[src/rtl/qpu_pkg.sv]
package qpu_pkg;
  timeunit 1ns;
  timeprecision 1ps;

  localparam int unsigned DATA_W    = 32;
  localparam int unsigned OUT_ST_W  = 5;
  localparam int unsigned IN_ST_W   = 3;
  localparam int unsigned ALIGN_SH  = 5;
  localparam int unsigned BUS_AW    = DATA_W - 1 + ALIGN_SH;

  localparam int unsigned OFS_IM0   = 'h10;
  localparam int unsigned OFS_IM1   = 'h14;
  localparam int unsigned OFS_OM0   = 'h18;
  localparam int unsigned OFS_OM1   = 'h1C;
  localparam int unsigned OFS_BELL  = 'h20;
  localparam int unsigned OFS_INST  = 'h24;
  localparam int unsigned OFS_INMSK = 'h28;
  localparam int unsigned OFS_OUTST = 'h30;
  localparam int unsigned OFS_OUTMK = 'h34;
  localparam int unsigned OFS_INQ   = 'h40;
  localparam int unsigned OFS_OUTQ  = 'h44;

  // outbound status bit positions
  localparam int unsigned OST_OM0  = 0;
  localparam int unsigned OST_OM1  = 1;
  localparam int unsigned OST_ECHO = 2;
  localparam int unsigned OST_DONE = 3;
  localparam int unsigned OST_OVFL = 4;

  // inbound status bit positions
  localparam int unsigned IST_IM0  = 0;
  localparam int unsigned IST_IM1  = 1;
  localparam int unsigned IST_BELL = 2;

  typedef enum logic [3:0] {
    SEL_IM0, SEL_IM1, SEL_OM0, SEL_OM1, SEL_BELL, SEL_INSTAT,
    SEL_INMASK, SEL_OUTSTAT, SEL_OUTMASK, SEL_FREEQ, SEL_DONEQ, SEL_NONE
  } rdSel_e;

  typedef struct packed {
    logic   rd;
    rdSel_e rdSel;
    logic   wrInMsg0;
    logic   wrInMsg1;
    logic   wrBell;
    logic   wrInMask;
    logic   wrOutStat;
    logic   wrOutMask;
    logic   pushPost;
    logic   pushFree;
    logic   popFree;
    logic   popDone;
  } hostStrobe_t;
endpackage

[src/rtl/qpu_fifo.sv]
module qpu_fifo #(
  parameter int unsigned WIDTH = 32,
  parameter int unsigned DEPTH = 8
) (
  input  logic             clk,
  input  logic             rstN,
  input  logic             pushEn,
  input  logic [WIDTH-1:0] pushData,
  input  logic             popEn,
  output logic [WIDTH-1:0] headData,
  output logic             empty,
  output logic             full
);
  timeunit 1ns;
  timeprecision 1ps;

  localparam int unsigned AW = (DEPTH > 2) ? $clog2(DEPTH) : 1;
  localparam int unsigned CW = AW + 1;
  localparam logic [CW-1:0] FULL_CNT = CW'(DEPTH);

  logic [WIDTH-1:0] mem [DEPTH];
  logic [CW-1:0] wrPtr, rdPtr, count;
  logic doPush, doPop;

  assign count    = wrPtr - rdPtr;
  assign empty    = (count == '0);
  assign full     = (count == FULL_CNT);
  assign doPush   = pushEn && !full;
  assign doPop    = popEn && !empty;
  assign headData = mem[rdPtr[AW-1:0]];

  always_ff @(posedge clk) begin
    if (!rstN) begin
      wrPtr <= '0;
      rdPtr <= '0;
    end else begin
      if (doPush) wrPtr <= wrPtr + CW'(1);
      if (doPop)  rdPtr <= rdPtr + CW'(1);
    end
  end

  always_ff @(posedge clk) begin
    if (doPush) mem[wrPtr[AW-1:0]] <= pushData;
  end


  count_bound_chk: assert property (@(posedge clk) disable iff (!rstN)
    count <= FULL_CNT);


  pop_empty_chk: assert property (@(posedge clk) disable iff (!rstN)
    (popEn && empty) |=> $stable(rdPtr));
endmodule

[src/rtl/qpu_ctrl.sv]
module qpu_ctrl import qpu_pkg::*; #(
  parameter int unsigned ADDR_W = 8
) (
  input  logic              hostWrEn,
  input  logic              hostRdEn,
  input  logic [ADDR_W-1:0] hostAddr,
  input  logic              freeEmpty,
  input  logic              doneEmpty,
  output hostStrobe_t       hs
);
  timeunit 1ns;
  timeprecision 1ps;

  always_comb begin
    hs       = '0;
    hs.rdSel = SEL_NONE;
    if (hostRdEn) begin
      hs.rd = 1'b1;
      case (hostAddr)
        ADDR_W'(OFS_IM0):   hs.rdSel = SEL_IM0;
        ADDR_W'(OFS_IM1):   hs.rdSel = SEL_IM1;
        ADDR_W'(OFS_OM0):   hs.rdSel = SEL_OM0;
        ADDR_W'(OFS_OM1):   hs.rdSel = SEL_OM1;
        ADDR_W'(OFS_BELL):  hs.rdSel = SEL_BELL;
        ADDR_W'(OFS_INST):  hs.rdSel = SEL_INSTAT;
        ADDR_W'(OFS_INMSK): hs.rdSel = SEL_INMASK;
        ADDR_W'(OFS_OUTST): hs.rdSel = SEL_OUTSTAT;
        ADDR_W'(OFS_OUTMK): hs.rdSel = SEL_OUTMASK;
        ADDR_W'(OFS_INQ): begin
          hs.rdSel   = SEL_FREEQ;
          hs.popFree = !freeEmpty;
        end
        ADDR_W'(OFS_OUTQ): begin
          hs.rdSel   = SEL_DONEQ;
          hs.popDone = !doneEmpty;
        end
        default:            hs.rdSel = SEL_NONE;
      endcase
    end
    if (hostWrEn) begin
      case (hostAddr)
        ADDR_W'(OFS_IM0):   hs.wrInMsg0  = 1'b1;
        ADDR_W'(OFS_IM1):   hs.wrInMsg1  = 1'b1;
        ADDR_W'(OFS_BELL):  hs.wrBell    = 1'b1;
        ADDR_W'(OFS_INMSK): hs.wrInMask  = 1'b1;
        ADDR_W'(OFS_OUTST): hs.wrOutStat = 1'b1;
        ADDR_W'(OFS_OUTMK): hs.wrOutMask = 1'b1;
        ADDR_W'(OFS_INQ):   hs.pushPost  = 1'b1;
        ADDR_W'(OFS_OUTQ):  hs.pushFree  = 1'b1;
        default: ;
      endcase
    end
  end
endmodule

[src/rtl/qpu_datapath.sv]
module qpu_datapath import qpu_pkg::*; #(
  parameter int unsigned FREE_DEPTH = 8,
  parameter int unsigned POST_DEPTH = 8,
  parameter int unsigned DONE_DEPTH = 8
) (
  input  logic                clk,
  input  logic                rstN,
  input  hostStrobe_t         hs,
  input  logic [DATA_W-1:0]   hostWrData,
  output logic [DATA_W-1:0]   hostRdData,
  output logic                hostIrq,
  output logic                freeEmpty,
  output logic                doneEmpty,
  input  logic                cpuFreeValid,
  input  logic [DATA_W-1:0]   cpuFreeData,
  output logic                cpuFreeReady,
  output logic                cpuPostValid,
  output logic [DATA_W-1:0]   cpuPostData,
  output logic                cpuPostHost,
  output logic [BUS_AW-1:0]   cpuPostAddr,
  input  logic                cpuPostReady,
  input  logic                cpuDoneValid,
  input  logic [DATA_W-1:0]   cpuDoneData,
  output logic                cpuDoneReady,
  input  logic                cpuMsgWr,
  input  logic                cpuMsgSel,
  input  logic [DATA_W-1:0]   cpuMsgData,
  output logic [DATA_W-1:0]   cpuInMsg0,
  output logic [DATA_W-1:0]   cpuInMsg1,
  output logic [DATA_W-1:0]   cpuBell,
  output logic [IN_ST_W-1:0]  cpuInStat,
  input  logic [IN_ST_W-1:0]  cpuInClr,
  input  logic [DATA_W-1:0]   cpuBellClr,
  output logic                cpuIrq
);
  timeunit 1ns;
  timeprecision 1ps;

  logic [DATA_W-1:0]   inMsg0, inMsg1, outMsg0, outMsg1, bell;
  logic [IN_ST_W-1:0]  inStat, inMask, inSet;
  logic [OUT_ST_W-1:0] outStat, outMask, outSet, outClr;
  logic [DATA_W-1:0]   freeHead, postHead, doneHead, freePushData, rdNext;
  logic freeFull, postFull, doneFull, postEmpty;
  logic freePushEn, donePush, postPop;

  // free pool: host return has priority over processor refill
  assign cpuFreeReady = !freeFull && !hs.pushFree;
  assign freePushEn   = hs.pushFree || (cpuFreeValid && cpuFreeReady);
  assign freePushData = hs.pushFree ? hostWrData : cpuFreeData;

  qpu_fifo #(.WIDTH(DATA_W), .DEPTH(FREE_DEPTH)) freeQ (
    .clk(clk), .rstN(rstN), .pushEn(freePushEn), .pushData(freePushData),
    .popEn(hs.popFree), .headData(freeHead), .empty(freeEmpty), .full(freeFull));

  assign postPop = cpuPostReady && !postEmpty;

  qpu_fifo #(.WIDTH(DATA_W), .DEPTH(POST_DEPTH)) postQ (
    .clk(clk), .rstN(rstN), .pushEn(hs.pushPost), .pushData(hostWrData),
    .popEn(postPop), .headData(postHead), .empty(postEmpty), .full(postFull));

  assign cpuPostValid = !postEmpty;
  assign cpuPostData  = postHead;
  assign cpuPostHost  = postHead[DATA_W-1];
  assign cpuPostAddr  = {postHead[DATA_W-2:0], {ALIGN_SH{1'b0}}};

  assign cpuDoneReady = !doneFull;
  assign donePush     = cpuDoneValid && cpuDoneReady;

  qpu_fifo #(.WIDTH(DATA_W), .DEPTH(DONE_DEPTH)) doneQ (
    .clk(clk), .rstN(rstN), .pushEn(donePush), .pushData(cpuDoneData),
    .popEn(hs.popDone), .headData(doneHead), .empty(doneEmpty), .full(doneFull));

  // status event collection
  always_comb begin
    outSet = '0;
    outSet[OST_OM0]  = cpuMsgWr && !cpuMsgSel;
    outSet[OST_OM1]  = cpuMsgWr && cpuMsgSel;
    outSet[OST_ECHO] = cpuMsgWr && !cpuMsgSel && (cpuMsgData == inMsg0);
    outSet[OST_DONE] = donePush;
    outSet[OST_OVFL] = (hs.pushPost && postFull) || (hs.pushFree && freeFull);
    outClr = hs.wrOutStat ? hostWrData[OUT_ST_W-1:0] : '0;
    inSet = '0;
    inSet[IST_IM0]  = hs.wrInMsg0;
    inSet[IST_IM1]  = hs.wrInMsg1;
    inSet[IST_BELL] = hs.wrBell && (hostWrData != '0);
  end

  always_ff @(posedge clk) begin
    if (!rstN) begin
      inMsg0  <= '0;
      inMsg1  <= '0;
      outMsg0 <= '0;
      outMsg1 <= '0;
      bell    <= '0;
      inStat  <= '0;
      inMask  <= '0;
      outStat <= '0;
      outMask <= '0;
    end else begin
      if (hs.wrInMsg0) inMsg0 <= hostWrData;
      if (hs.wrInMsg1) inMsg1 <= hostWrData;
      if (cpuMsgWr && !cpuMsgSel) outMsg0 <= cpuMsgData;
      if (cpuMsgWr && cpuMsgSel)  outMsg1 <= cpuMsgData;
      bell    <= (bell & ~cpuBellClr) | (hs.wrBell ? hostWrData : '0);
      inStat  <= (inStat & ~cpuInClr) | inSet;
      outStat <= (outStat & ~outClr) | outSet;
      if (hs.wrInMask)  inMask  <= hostWrData[IN_ST_W-1:0];
      if (hs.wrOutMask) outMask <= hostWrData[OUT_ST_W-1:0];
    end
  end

  assign hostIrq   = |(outStat & ~outMask);
  assign cpuIrq    = |(inStat & ~inMask);
  assign cpuInMsg0 = inMsg0;
  assign cpuInMsg1 = inMsg1;
  assign cpuBell   = bell;
  assign cpuInStat = inStat;

  always_comb begin
    case (hs.rdSel)
      SEL_IM0:     rdNext = inMsg0;
      SEL_IM1:     rdNext = inMsg1;
      SEL_OM0:     rdNext = outMsg0;
      SEL_OM1:     rdNext = outMsg1;
      SEL_BELL:    rdNext = bell;
      SEL_INSTAT:  rdNext = DATA_W'(inStat);
      SEL_INMASK:  rdNext = DATA_W'(inMask);
      SEL_OUTSTAT: rdNext = DATA_W'(outStat);
      SEL_OUTMASK: rdNext = DATA_W'(outMask);
      SEL_FREEQ:   rdNext = freeEmpty ? '1 : freeHead;
      SEL_DONEQ:   rdNext = doneEmpty ? '1 : doneHead;
      default:     rdNext = '0;
    endcase
  end

  always_ff @(posedge clk) begin
    if (!rstN)      hostRdData <= '0;
    else if (hs.rd) hostRdData <= rdNext;
  end


  empty_read_ones_chk: assert property (@(posedge clk) disable iff (!rstN)
    (hs.rd && hs.rdSel == SEL_FREEQ && freeEmpty) |=> (hostRdData == '1));


  done_flag_chk: assert property (@(posedge clk) disable iff (!rstN)
    (cpuDoneValid && cpuDoneReady) |=> outStat[OST_DONE]);


  echo_flag_chk: assert property (@(posedge clk) disable iff (!rstN)
    (cpuMsgWr && !cpuMsgSel && cpuMsgData == inMsg0) |=> outStat[OST_ECHO]);


  overflow_flag_chk: assert property (@(posedge clk) disable iff (!rstN)
    (hs.pushPost && postFull) |=> outStat[OST_OVFL]);
endmodule

[src/rtl/qport_msg_unit.sv]
module qport_msg_unit import qpu_pkg::*; #(
  parameter int unsigned ADDR_W     = 8,
  parameter int unsigned FREE_DEPTH = 8,
  parameter int unsigned POST_DEPTH = 8,
  parameter int unsigned DONE_DEPTH = 8
) (
  input  logic                clk,
  input  logic                rstN,
  input  logic                hostWrEn,
  input  logic                hostRdEn,
  input  logic [ADDR_W-1:0]   hostAddr,
  input  logic [31:0]         hostWrData,
  output logic [31:0]         hostRdData,
  output logic                hostIrq,
  input  logic                cpuFreeValid,
  input  logic [31:0]         cpuFreeData,
  output logic                cpuFreeReady,
  output logic                cpuPostValid,
  output logic [31:0]         cpuPostData,
  output logic                cpuPostHost,
  output logic [35:0]         cpuPostAddr,
  input  logic                cpuPostReady,
  input  logic                cpuDoneValid,
  input  logic [31:0]         cpuDoneData,
  output logic                cpuDoneReady,
  input  logic                cpuMsgWr,
  input  logic                cpuMsgSel,
  input  logic [31:0]         cpuMsgData,
  output logic [31:0]         cpuInMsg0,
  output logic [31:0]         cpuInMsg1,
  output logic [31:0]         cpuBell,
  output logic [2:0]          cpuInStat,
  input  logic [2:0]          cpuInClr,
  input  logic [31:0]         cpuBellClr,
  output logic                cpuIrq
);
  timeunit 1ns;
  timeprecision 1ps;

  hostStrobe_t hs;
  logic freeEmpty, doneEmpty;

  qpu_ctrl #(.ADDR_W(ADDR_W)) ctrl (
    .hostWrEn(hostWrEn), .hostRdEn(hostRdEn), .hostAddr(hostAddr),
    .freeEmpty(freeEmpty), .doneEmpty(doneEmpty), .hs(hs));

  qpu_datapath #(.FREE_DEPTH(FREE_DEPTH), .POST_DEPTH(POST_DEPTH),
                 .DONE_DEPTH(DONE_DEPTH)) dp (
    .clk(clk), .rstN(rstN), .hs(hs), .hostWrData(hostWrData),
    .hostRdData(hostRdData), .hostIrq(hostIrq),
    .freeEmpty(freeEmpty), .doneEmpty(doneEmpty),
    .cpuFreeValid(cpuFreeValid), .cpuFreeData(cpuFreeData), .cpuFreeReady(cpuFreeReady),
    .cpuPostValid(cpuPostValid), .cpuPostData(cpuPostData), .cpuPostHost(cpuPostHost),
    .cpuPostAddr(cpuPostAddr), .cpuPostReady(cpuPostReady),
    .cpuDoneValid(cpuDoneValid), .cpuDoneData(cpuDoneData), .cpuDoneReady(cpuDoneReady),
    .cpuMsgWr(cpuMsgWr), .cpuMsgSel(cpuMsgSel), .cpuMsgData(cpuMsgData),
    .cpuInMsg0(cpuInMsg0), .cpuInMsg1(cpuInMsg1), .cpuBell(cpuBell),
    .cpuInStat(cpuInStat), .cpuInClr(cpuInClr), .cpuBellClr(cpuBellClr),
    .cpuIrq(cpuIrq));
endmodule

[config.mk]
export PLATFORM = sky130hd
export DESIGN_NAME = qport_msg_unit
export DESIGN_NICKNAME = d
export VERILOG_FILES = /design/src/rtl/qpu_pkg.sv /design/src/rtl/qpu_fifo.sv /design/src/rtl/qpu_ctrl.sv /design/src/rtl/qpu_datapath.sv /design/src/rtl/qport_msg_unit.sv
export SDC_FILE = /design/constraint.sdc
export NUM_CORES = 1
export LEC_CHECK = 0
export CAP_MARGIN = 20
export CORE_ASPECT_RATIO = 2
export CORE_UTILIZATION = 25
export CTS_CLUSTER_DIAMETER = 50
export DETAILED_ROUTE_END_ITERATION = 16
export GPL_TIMING_DRIVEN = 0
export RECOVER_POWER = 50
export SLEW_MARGIN = 40
export SYNTH_ARGS = -nofsm -noshare
export SYNTH_HDL_FRONTEND = slang
export SYNTH_HIERARCHICAL = 1
export SYNTH_SLANG_ARGS = --single-unit
[constraint.sdc]
create_clock -name clk -period 9.7 [get_ports clk]
set_clock_uncertainty 0.15 [all_clocks]
set_input_delay 2.91 -clock clk [delete_from_list [all_inputs] [get_ports clk]]
set_output_delay 2.91 -clock clk [all_outputs]
set_load 0.01 [all_outputs]
Word level (Yosys, flattened, before mapping)
Memory sizes are Yosys's and may differ from the RTL's. A register that Yosys moved wholly into a read port is not among the register bits.
Index checks and enable logic that the tools add are counted.

word-level totals
  register bits = 232
  latch bits = 0
  bits in writable memories = 768
  bits in read-only memories = 0
  input bits = 180
  output and inout port bits = 205
  word-level logic and storage cells = 131
  memories kept = 3

operators by class
  $add $sub $neg = 9
  multiply operators = 0
  divide/modulo/power cells = 0
  magnitude comparators = 0
  equality and inequality tests = 25
  shift-type cells = 0
  muxes and demuxes = 32
  bitwise gates (word level) = 13
  reduce and logical (&&, ||, !) cells = 33

memories
  name          words  width  rd ports  clocked after Yosys merged registers in  wr ports  RTL line        RTL
  dp.doneQ.mem  8      32     1         1                                        1         qpu_fifo.sv:21  logic [WIDTH-1:0] mem [DEPTH];
  dp.freeQ.mem  8      32     1         1                                        1         qpu_fifo.sv:21
  dp.postQ.mem  8      32     1         1                                        1         qpu_fifo.sv:21

operators with widths
  kind                                            number
  one-hot mux 32 bit (11 select lines)            1
  2-to-1 mux 32 bit                               4
  one-hot mux 4 bit (11 select lines)             1
  == test 8 x 6 -> 1 bit (second input constant)  5
  AND 32 bit                                      1
  == test 32 bit                                  1
  == test 8 x 5 -> 1 bit (second input constant)  4
  inverter 32 bit                                 1
  OR 32 bit                                       1
  nonzero test 32 bit                             1
  adder 4 x 1 -> 4 bit (second input constant)    6
  == test 4 bit (second input constant)           6
  2-to-1 mux 3 bit                                6
  == test 4 x 3 -> 1 bit (second input constant)  4
  == test 8 x 7 -> 1 bit (second input constant)  2
  logical AND 1 bit                               16
  zero test 4 bit                                 4
  2-to-1 mux 1 bit                                16
  subtractor 4 bit                                3
  AND 5 bit                                       2
  2-to-1 mux 5 bit                                2
  inverter 5 bit                                  2
  == test 4 x 2 -> 1 bit (second input constant)  2
  zero test 1 bit                                 8
  10 further kinds                                13

Depth between registers and ports, before layout
Gate-level depths: netlist of run 1.

  word-level depth = 10
  mapped depth = 12
  depth with buffers taken out = 10

Cells and area by module
The synthesis of run 1 kept the hierarchy.

by module, submodules not included
  module                   times used  cells each  area an instance (µm²)  sequential area each (µm²)
  qpu_fifo (dp.doneQ ...)  2           448         10242.3                 7907.6
  qpu_datapath             1           1239        10386.2                 4164.0
  qpu_fifo (dp.postQ)      1           449         10254.8                 7907.6
  qpu_ctrl                 1           55          347.8                   0.0

Worst setup path before layout of run 1
Ideal clock, no wire load.

  kind = input-to-reg
  start point = input port hostAddr[4]
  end point = memory dp.freeQ.mem[2][0] (enable)
  library setup time = 502 ps
  arrival = 7468 ps
  data required time = 9048 ps
  slack = 1580 ps
  stages on the path = 8
  buffers on the path = 2
  cell sequence = nand2b_1 -> or3_4 -> nor2_1 -> clkbuf_1 -> clkbuf_1 -> a21o_1 -> nand2b_1 -> nor4_1

RTL lines
  item                RTL line              RTL
  start: declaration  qport_msg_unit.sv:11  input logic [ADDR_W-1:0] hostAddr,
  end: declaration    qpu_fifo.sv:21

==> results of run 1 <==
[worst max-delay path: cells and delay by family]
kind                   cells  cell delay, ns
buffers and inverters      4            2.05
and+or+nand+nor            4            1.01
[state kept, by name, indices dropped and copies added, names as in the netlist, named ones only]
name            flops
dp/postQ/rdPtr      4
dp/outMsg0         32
dp/inMask           3
dp/postQ/wrPtr      4
dp/outStat          5
dp/hostRdData      32
dp/cpuInMsg1       32
dp/cpuInMsg0       32
dp/cpuInStat        3
dp/doneQ/mem      256
dp/freeQ/rdPtr      4
dp/freeQ/wrPtr      4
dp/outMask          5
dp/postQ/mem      256
dp/cpuBell         32
dp/outMsg1         32
dp/doneQ/rdPtr      4
dp/freeQ/mem      256
dp/doneQ/wrPtr      4
[kinds of logic (layout without fill, tap and decap cells)]
kind of cell,after synthesis,after routing,share of synthesized area [%]
flops,1009,1009,67.24
fa+ha+maj,15,15,0.4525
xor+xnor,38,38,0.9020
mux,442,442,17.07
buf+inv,239,997,2.643
other cells,1,13,0.009042
simple gates,543,543,6.402
compound gates,352,352,5.283
[layout by cell type (no fill, tap or decap), drive strengths merged, types with 7 or more instances in the layout]
master           n
a21oi          155
a22o            21
a22oi            9
a41o            12
buf            277
bufinv           7
clkbuf         260
clkdlybuf4s50  179
clkinv          33
dfxtp          241
diode            8
dlygate4sd3    189
edfxtp         768
ha              15
inv             51
mux2           142
mux2i          102
mux4           198
nand2          241
nand2b          60
nand3           16
nand3b          10
nand4           10
nor2           109
nor2b           14
nor3             9
nor4            30
o2111ai          8
o21ai           89
o221ai          10
or3              7
or4              8
xnor2           12
xor2            23
[path summary, 6_finish.rpt]
| check | startpoint | end | slack, ns | cells past startpoint |
|---|---|---|---|---|
| setup / recovery | hostAddr[1] | cpuFreeReady | 0.65 | 8 |
| setup reg to reg | dp/doneQ/wrPtr[0] | dp/doneQ/mem[4][30] | 4.47 | 16 |
| hold / removal | dp/outMsg0[23] | dp/outMsg0[23] | 0.31 | 2 |
| hold reg to reg | dp/outMsg0[23] | dp/outMsg0[23] | 0.31 | 2 |
[layout make-up]
cell class | instances | area share (%)
Multi-Input combinational cell | 1395 | 24.10
Antenna cell | 8 | 0.03852
Tap cell | 2130 | 5.128
Inverter | 44 | 0.3178
Buffer | 195 | 1.806
Clock buffer | 112 | 4.606
Sequential cell | 1009 | 53.66
Clock inverter | 48 | 0.9799
Timing Repair Buffer | 598 | 9.361
[power groups by stage]
stage,logic (mW),clock network (mW),registers [mW]
finish,0.428,3.59,4.72
global route,0.449,3.79,4.72
CTS,0.438,3.66,4.72
detailed placement,0.435,0,4.82
global placement,0.414,0,4.82
floorplan,0.168,0,4.81
[layer usage]
metal / share of wire, % / GRT usage [%] / up-vias
met3: 10 / 6.161 / 309
met4: 5.2 / 8.634 / 56
met5: 0.23 / 0 / -
met1: 36 / 19.16 / 13510
met2: 48 / 29.65 / 1221
li1: - / - / 11550
[per-stage QoR]
stage          hold slack, ns  util (%)  area, µm²  setup TNS, ns  std cells
2_1_floorplan          0.2829         -      41490              0       2643
3_3_place_gp           0.2878     29.06      47950       -1992.19       5152
3_5_place_dp           0.2968     29.86      49280              0       5370
4_1_cts                0.3056     31.62      52180              0       5530
5_1_grt                0.3191     31.49      51950              0       5533
6_report               0.3052     31.50      51970              0       5539
==> impl_metrics.tcl, run 1 <==
set metrics [dict create \
    status "finished, violations left" \
    violations "max-capacitance violations, max-slew violations" \
    yosys_warnings 6 \
    gr-usage-all-layers_pct 17.40 \
    cpMostUsedCell "nor2_1" \
    switching_share_pct 22.11 \
    crit_type "input port to output port" \
    final_max_slew_viol_count 24 \
    die_area_mm2 0.1676 \
    cts_hold_repair.buffers 0 \
    cts-root-buf "clkbuf_16" \
    drive_above_1_share_pct 22.96 \
    tritoncts "built" \
    route.detailed.drc 0 \
    gp_congestion 0.9468 \
    drt_iter0_markers 2383 \
    io_buffers 379 \
    layout_min_cycle_time_ns 9.045 \
    die_h_um 578.0 \
    syn2layout_area_growth_pct 25.31 \
    rsz0062_at_grt "no" \
    cts_sinks 1009 \
    hold_class "register to register" \
    syn_area_per_cell_um2 15.72 \
    worst_slew_pin_slew_ns 1.556 \
    routed_wirelength_mm 148.2 \
    syn_inst 2639 \
    synth_cell_types 77 \
    initial_core_util_pct 25.14 \
    setup_ws_ns 0.6547 \
    cts_made_buffers 85 \
    clk_pin_slew_ns 0.07 \
    grt_first_pass_wirelength_mm 205.7 \
    fin_nets 3523 \
    synth_edf_count 768 \
    synth_seq_cells 1009 \
    synth_top_area_share_pct 55.61 \
    synth_area_leader_cell "edfxtp_1" \
    ys_seq_area_share_pct 67.24 \
    ios 385 \
    switchingPower_mw 1.933 \
    seq_power_share_pct 54.0 \
    clockPowerShare_pct 41.1 \
    die_w_um 290.0 \
    grt_max_degree 24 \
    maxCapViolations 1 \
    cp-start-kind "input port" \
    dp_hpwl_mm 117.4 \
    ir_drop_v 0.0001240 \
    worstPathArrival_ns 5.99 \
    clk_latency_ns 0.70 \
    synthArstFlopShare_pct 0 \
    synth_common_cells "768 x edfxtp_1, 241 x dfxtp_1, 241 x nand2_1" \
    fin_crit_sh_pct 93.25 \
    cp.required_ns 6.64 \
    leakage_nw 17.20 \
    drtAntennaViolNets 0 \
    grt_overflow 0 \
    grt_pass1_vias 27030 \
    setup_viol 0 \
    p_int_mw 6.808 \
    synth_area_leaders "edfxtp_1 56%, dfxtp_1 12%, mux4_2 11%" \
    multi_input_area_mm2 0.01253 \
    synthesis.area_mm2 0.04147 \
    p_per_area_mw_per_mm2 168.2 \
    slew_headroom_pct -3.734 \
    vias_per_cell 4.810 \
    h-tree-depth 3 \
    p_comb_share_pct 4.9 \
    power_mw 8.740 \
    wl_per_cell_um 26.76 \
    fillers 16240 \
    synth.most_common_cell "edfxtp_1" \
    seqCellArea_mm2 0.02789 \
    path_cells "dlygate4sd3_1 -> nor2_1 -> nand4b_1 -> nor2_1 -> clkbuf_2 -> clkbuf_2 -> nor2_1 -> clkdlybuf4s50_1" \
    antenna_found_initial 47 \
    cp-end-kind "output port" \
    num_rows 211 \
    vias 26640 \
    cp_max_fo 10 \
    post_cts_resized 0 \
    cpPeakStageDelay_ns 0.56 \
    cp_slowest_cell "clkdlybuf4s50_1" \
    post-cts-setup-buffer-count 0 \
    drtPass1Iterations 5 \
    fmax_mhz 110.6 \
    fp.coreArea_mm2 0.1650 \
    ys.flop_type "edfxtp_1" \
    finalHoldViolCount 0 \
    place_ws_ns 0.6704 \
    clock_path_buffers 3 \
]
Power figures use the tool's default switching activity.
==> run 2, diff against run 1 <==
--- a/config.mk
+++ b/config.mk
@@ -7,13 +7,13 @@
 export LEC_CHECK = 0
 export CAP_MARGIN = 20
 export CORE_ASPECT_RATIO = 2
-export CORE_UTILIZATION = 25
+export CORE_UTILIZATION = 45
 export CTS_CLUSTER_DIAMETER = 50
 export DETAILED_ROUTE_END_ITERATION = 16
 export GPL_TIMING_DRIVEN = 0
+export PLACE_DENSITY = 0.65
 export RECOVER_POWER = 50
 export SLEW_MARGIN = 40
 export SYNTH_ARGS = -nofsm -noshare
 export SYNTH_HDL_FRONTEND = slang
-export SYNTH_HIERARCHICAL = 1
 export SYNTH_SLANG_ARGS = --single-unit
==> run 2 against run 1 <==
Compared with the run above:
- the run now ends clean
- synthesized area shrank 1.9%
- cell area shrank 3.9%
- clock power grew 5%
- cell count shrank 19%
- via count grew 0.16%
- critical path depth shrank 3
- combinational power grew to 2.6 times the previous value
- power grew 10%
- register-to-register slack gained 0.19 ns
- synthesized cell count grew 2.7%
- critical endpoint unchanged
- highest routed layer unchanged
==> impl_metrics.tcl, run 2 <==
set metrics [dict create \
    status "finished, final reports clean" \
    synth_edf_count 768 \
    grt_first_pass_wirelength_mm 197.6 \
    clk_latency_ns 0.70 \
    synthesis.area_mm2 0.04067 \
    layout_min_cycle_time_ns 9.352 \
    seq_power_share_pct 49.2 \
    io_buffers 375 \
    reg2reg_depth 9 \
    clock_path_buffers 3 \
    power_mw 9.654 \
    rsz0062_at_grt "no" \
    fmax_mhz 106.9 \
    final_cell_mix "768 x edfxtp_1, 420 x nand2_1, 241 x dfxtp_1, 237 x a21oi_1, 192 x mux4_2" \
    synth_top_area_share_pct 56.70 \
    switchingPower_mw 2.269 \
    drt_iter0_markers 2568 \
    die_h_um 427.2 \
    p_per_area_mw_per_mm2 193.4 \
    h-tree-depth 3 \
    fin_util_pct 55.84 \
    worstPathArrival_ns 6.29 \
    grt_max_degree 17 \
    fin_nets 3449 \
    grt_overflow 0 \
    hold_ws_ns 0.3047 \
    drive_above_1_share_pct 15.84 \
    cts-root-buf "clkbuf_16" \
    hold_class "register to register" \
    synth_area_leaders "edfxtp_1 57%, dfxtp_1 12%, mux4_2 11%" \
    synth_seq_cells 1009 \
    ys_seq_area_share_pct 68.56 \
    cts_hold_repair.buffers 0 \
    leakage_nw 16.67 \
    cts_made_buffers 89 \
    reg2reg_from "dp.doneQ.wrPtr[2]" \
    cpPeakStageDelay_ns 1.09 \
    yosys_warnings 0 \
    whs_endpoint "dp.outStat[2]" \
    cp-end-kind "output port" \
    antenna_found_initial 23 \
    wl_per_cell_um 31.47 \
    die_w_um 214.6 \
    crit_type "input port to output port" \
    initial_core_util_pct 45.49 \
    p_int_mw 7.385 \
    drtPass1Iterations 8 \
    synthArstFlopShare_pct 0 \
    cp_max_fo 7 \
    ys.flop_type "edfxtp_1" \
    worst_slew_pin_slew_ns 1.366 \
    dp_hpwl_mm 107.8 \
    vias 26680 \
    cp-start-kind "input port" \
    slew_headroom_pct 8.938 \
    fp.coreArea_mm2 0.08940 \
    p_comb_share_pct 11.6 \
    path_cells "dlygate4sd3_1 -> nor4b_1 -> nand3_1 -> and2_1 -> clkdlybuf4s50_1" \
    synth.most_common_cell "edfxtp_1" \
    fin_crit_sh_pct 96.41 \
    post-cts-setup-buffer-count 0 \
    final_common_cell "edfxtp_1" \
    clk_pin_slew_ns 0.07 \
    routed_wirelength_mm 141.9 \
    grt_pass1_vias 26910 \
    route.detailed.drc 0 \
    switching_share_pct 23.51 \
    gp_congestion 0.9450 \
    reg2reg_to "dp.doneQ.mem[7][30]" \
    rrSetupSlack_ns 4.66 \
    cp_slowest_cell "nor4b_1" \
    cp.required_ns 6.64 \
    syn_area_per_cell_um2 15.01 \
    syn2layout_area_growth_pct 22.74 \
    synth_area_leader_cell "edfxtp_1" \
    tritoncts "built" \
    finalHoldViolCount 0 \
    vias_per_cell 5.918 \
    post_cts_resized 0 \
    setup_viol 0 \
    hold_start "dp.outStat[2]" \
    synth_cell_types 66 \
    ir_drop_v 0.0001711 \
    synth_common_cells "768 x edfxtp_1, 420 x nand2_1, 241 x dfxtp_1" \
    drtAntennaViolNets 0 \
    die_area_mm2 0.09166 \
    clockPowerShare_pct 39.2 \
    gr-usage-all-layers_pct 31.02 \
    holdPathStages 2 \
    maxCapViolations 0 \
    num_rows 155 \
    final_max_slew_viol_count 0 \
    ios 385 \
    syn_inst 2709 \
    cts_sinks 1009 \
]
-- run 2: cell types whose count changed in the layout (fill, tap and decap cells not counted), moves of 25 or more --
cell / before / now
o21ai_0: 88 / 12
a21oi_1: 152 / 237
buf_2: 197 / 40
mux2_2: 137 / 33
nand2b_1: 60 / 15
a2111oi_0: 2 / 27
nor2b_1: 14 / 41
nand2_1: 241 / 420
-- run 2: stage by stage --
step | setup WS [ns] | instances | cell area (µm²) | setup TNS (ns)
2_1_floorplan | 2.408 | 2713 | 40690 | 0
3_3_place_gp | -1.589 | 4265 | 45910 | -96.94
3_5_place_dp | 0.8632 | 4340 | 47110 | 0
4_1_cts | 0.8633 | 4505 | 50220 | 0
5_1_grt | 0.3780 | 4507 | 49920 | 0
6_report | 0.3481 | 4509 | 49920 | 0
-- run 2: per-layer routing --
| layer | part of all wire, % | global-route usage (%) |
|---|---|---|
| met1 | 33 | 34.13 |
| met3 | 8.7 | 6.923 |
| met5 | 0.069 | 0 |
| met4 | 6.9 | 19.29 |
| met2 | 51 | 54.38 |
-- run 2: kinds of logic after synthesis --
| group | Yosys count | share of synthesized area, % |
|---|---|---|
| other cells | 1 | 0.009220 |
| flops | 1009 | 68.56 |
| mux | 331 | 14.17 |
| buf+inv | 221 | 2.492 |
| xor+xnor | 54 | 1.163 |
| compound gates | 405 | 6.023 |
| simple gates | 672 | 7.097 |
| fa+ha+maj | 16 | 0.4861 |
-- run 2: cell type report --
cell class / instances / area, µm²
plain buffers: 200 / 954.7
fillers: 7176 / 39480
flip-flops and latches: 1009 / 27890
clock buffers: 113 / 2429
well taps: 1177 / 1473
repair buffers: 450 / 4506
clock inverters: 52 / 676.9
multi-input cells: 1483 / 11910
diodes: 4 / 10.01
inverters: 21 / 78.83
-- run 2: worst max-delay path: cells and delay by family --
kind / cells / cell delay, ns
buffers and inverters: 2 / 1.06
and+or+nand+nor: 3 / 2.32
-- run 2: how the worst max path moves through the flow --
stage                start             endpoint  slack (ns)  depth (start not counted)
5_1_grt        hostAddr[3]         cpuFreeReady        0.38                          5
3_3_place_gp   hostAddr[1]  dp.freeQ.mem[0][18]       -1.59                          7
6_report       hostAddr[3]         cpuFreeReady        0.35                          5
3_5_place_dp   hostAddr[6]         cpuFreeReady        0.86                          6
2_1_floorplan  hostAddr[4]   dp.freeQ.mem[0][0]        2.41                          8
4_1_cts        hostAddr[6]         cpuFreeReady        0.86                          6
-- run 2: power by group through the flow --
stage / Sequential [mW] / Combinational [mW] / Clock, mW
2_1_floorplan: 4.84 / 0.588 / 0
3_3_place_gp: 4.85 / 1.09 / 0
3_5_place_dp: 4.85 / 1.14 / 0
4_1_cts: 4.75 / 1.14 / 3.83
5_1_grt: 4.75 / 1.18 / 3.97
6_report: 4.75 / 1.12 / 3.78
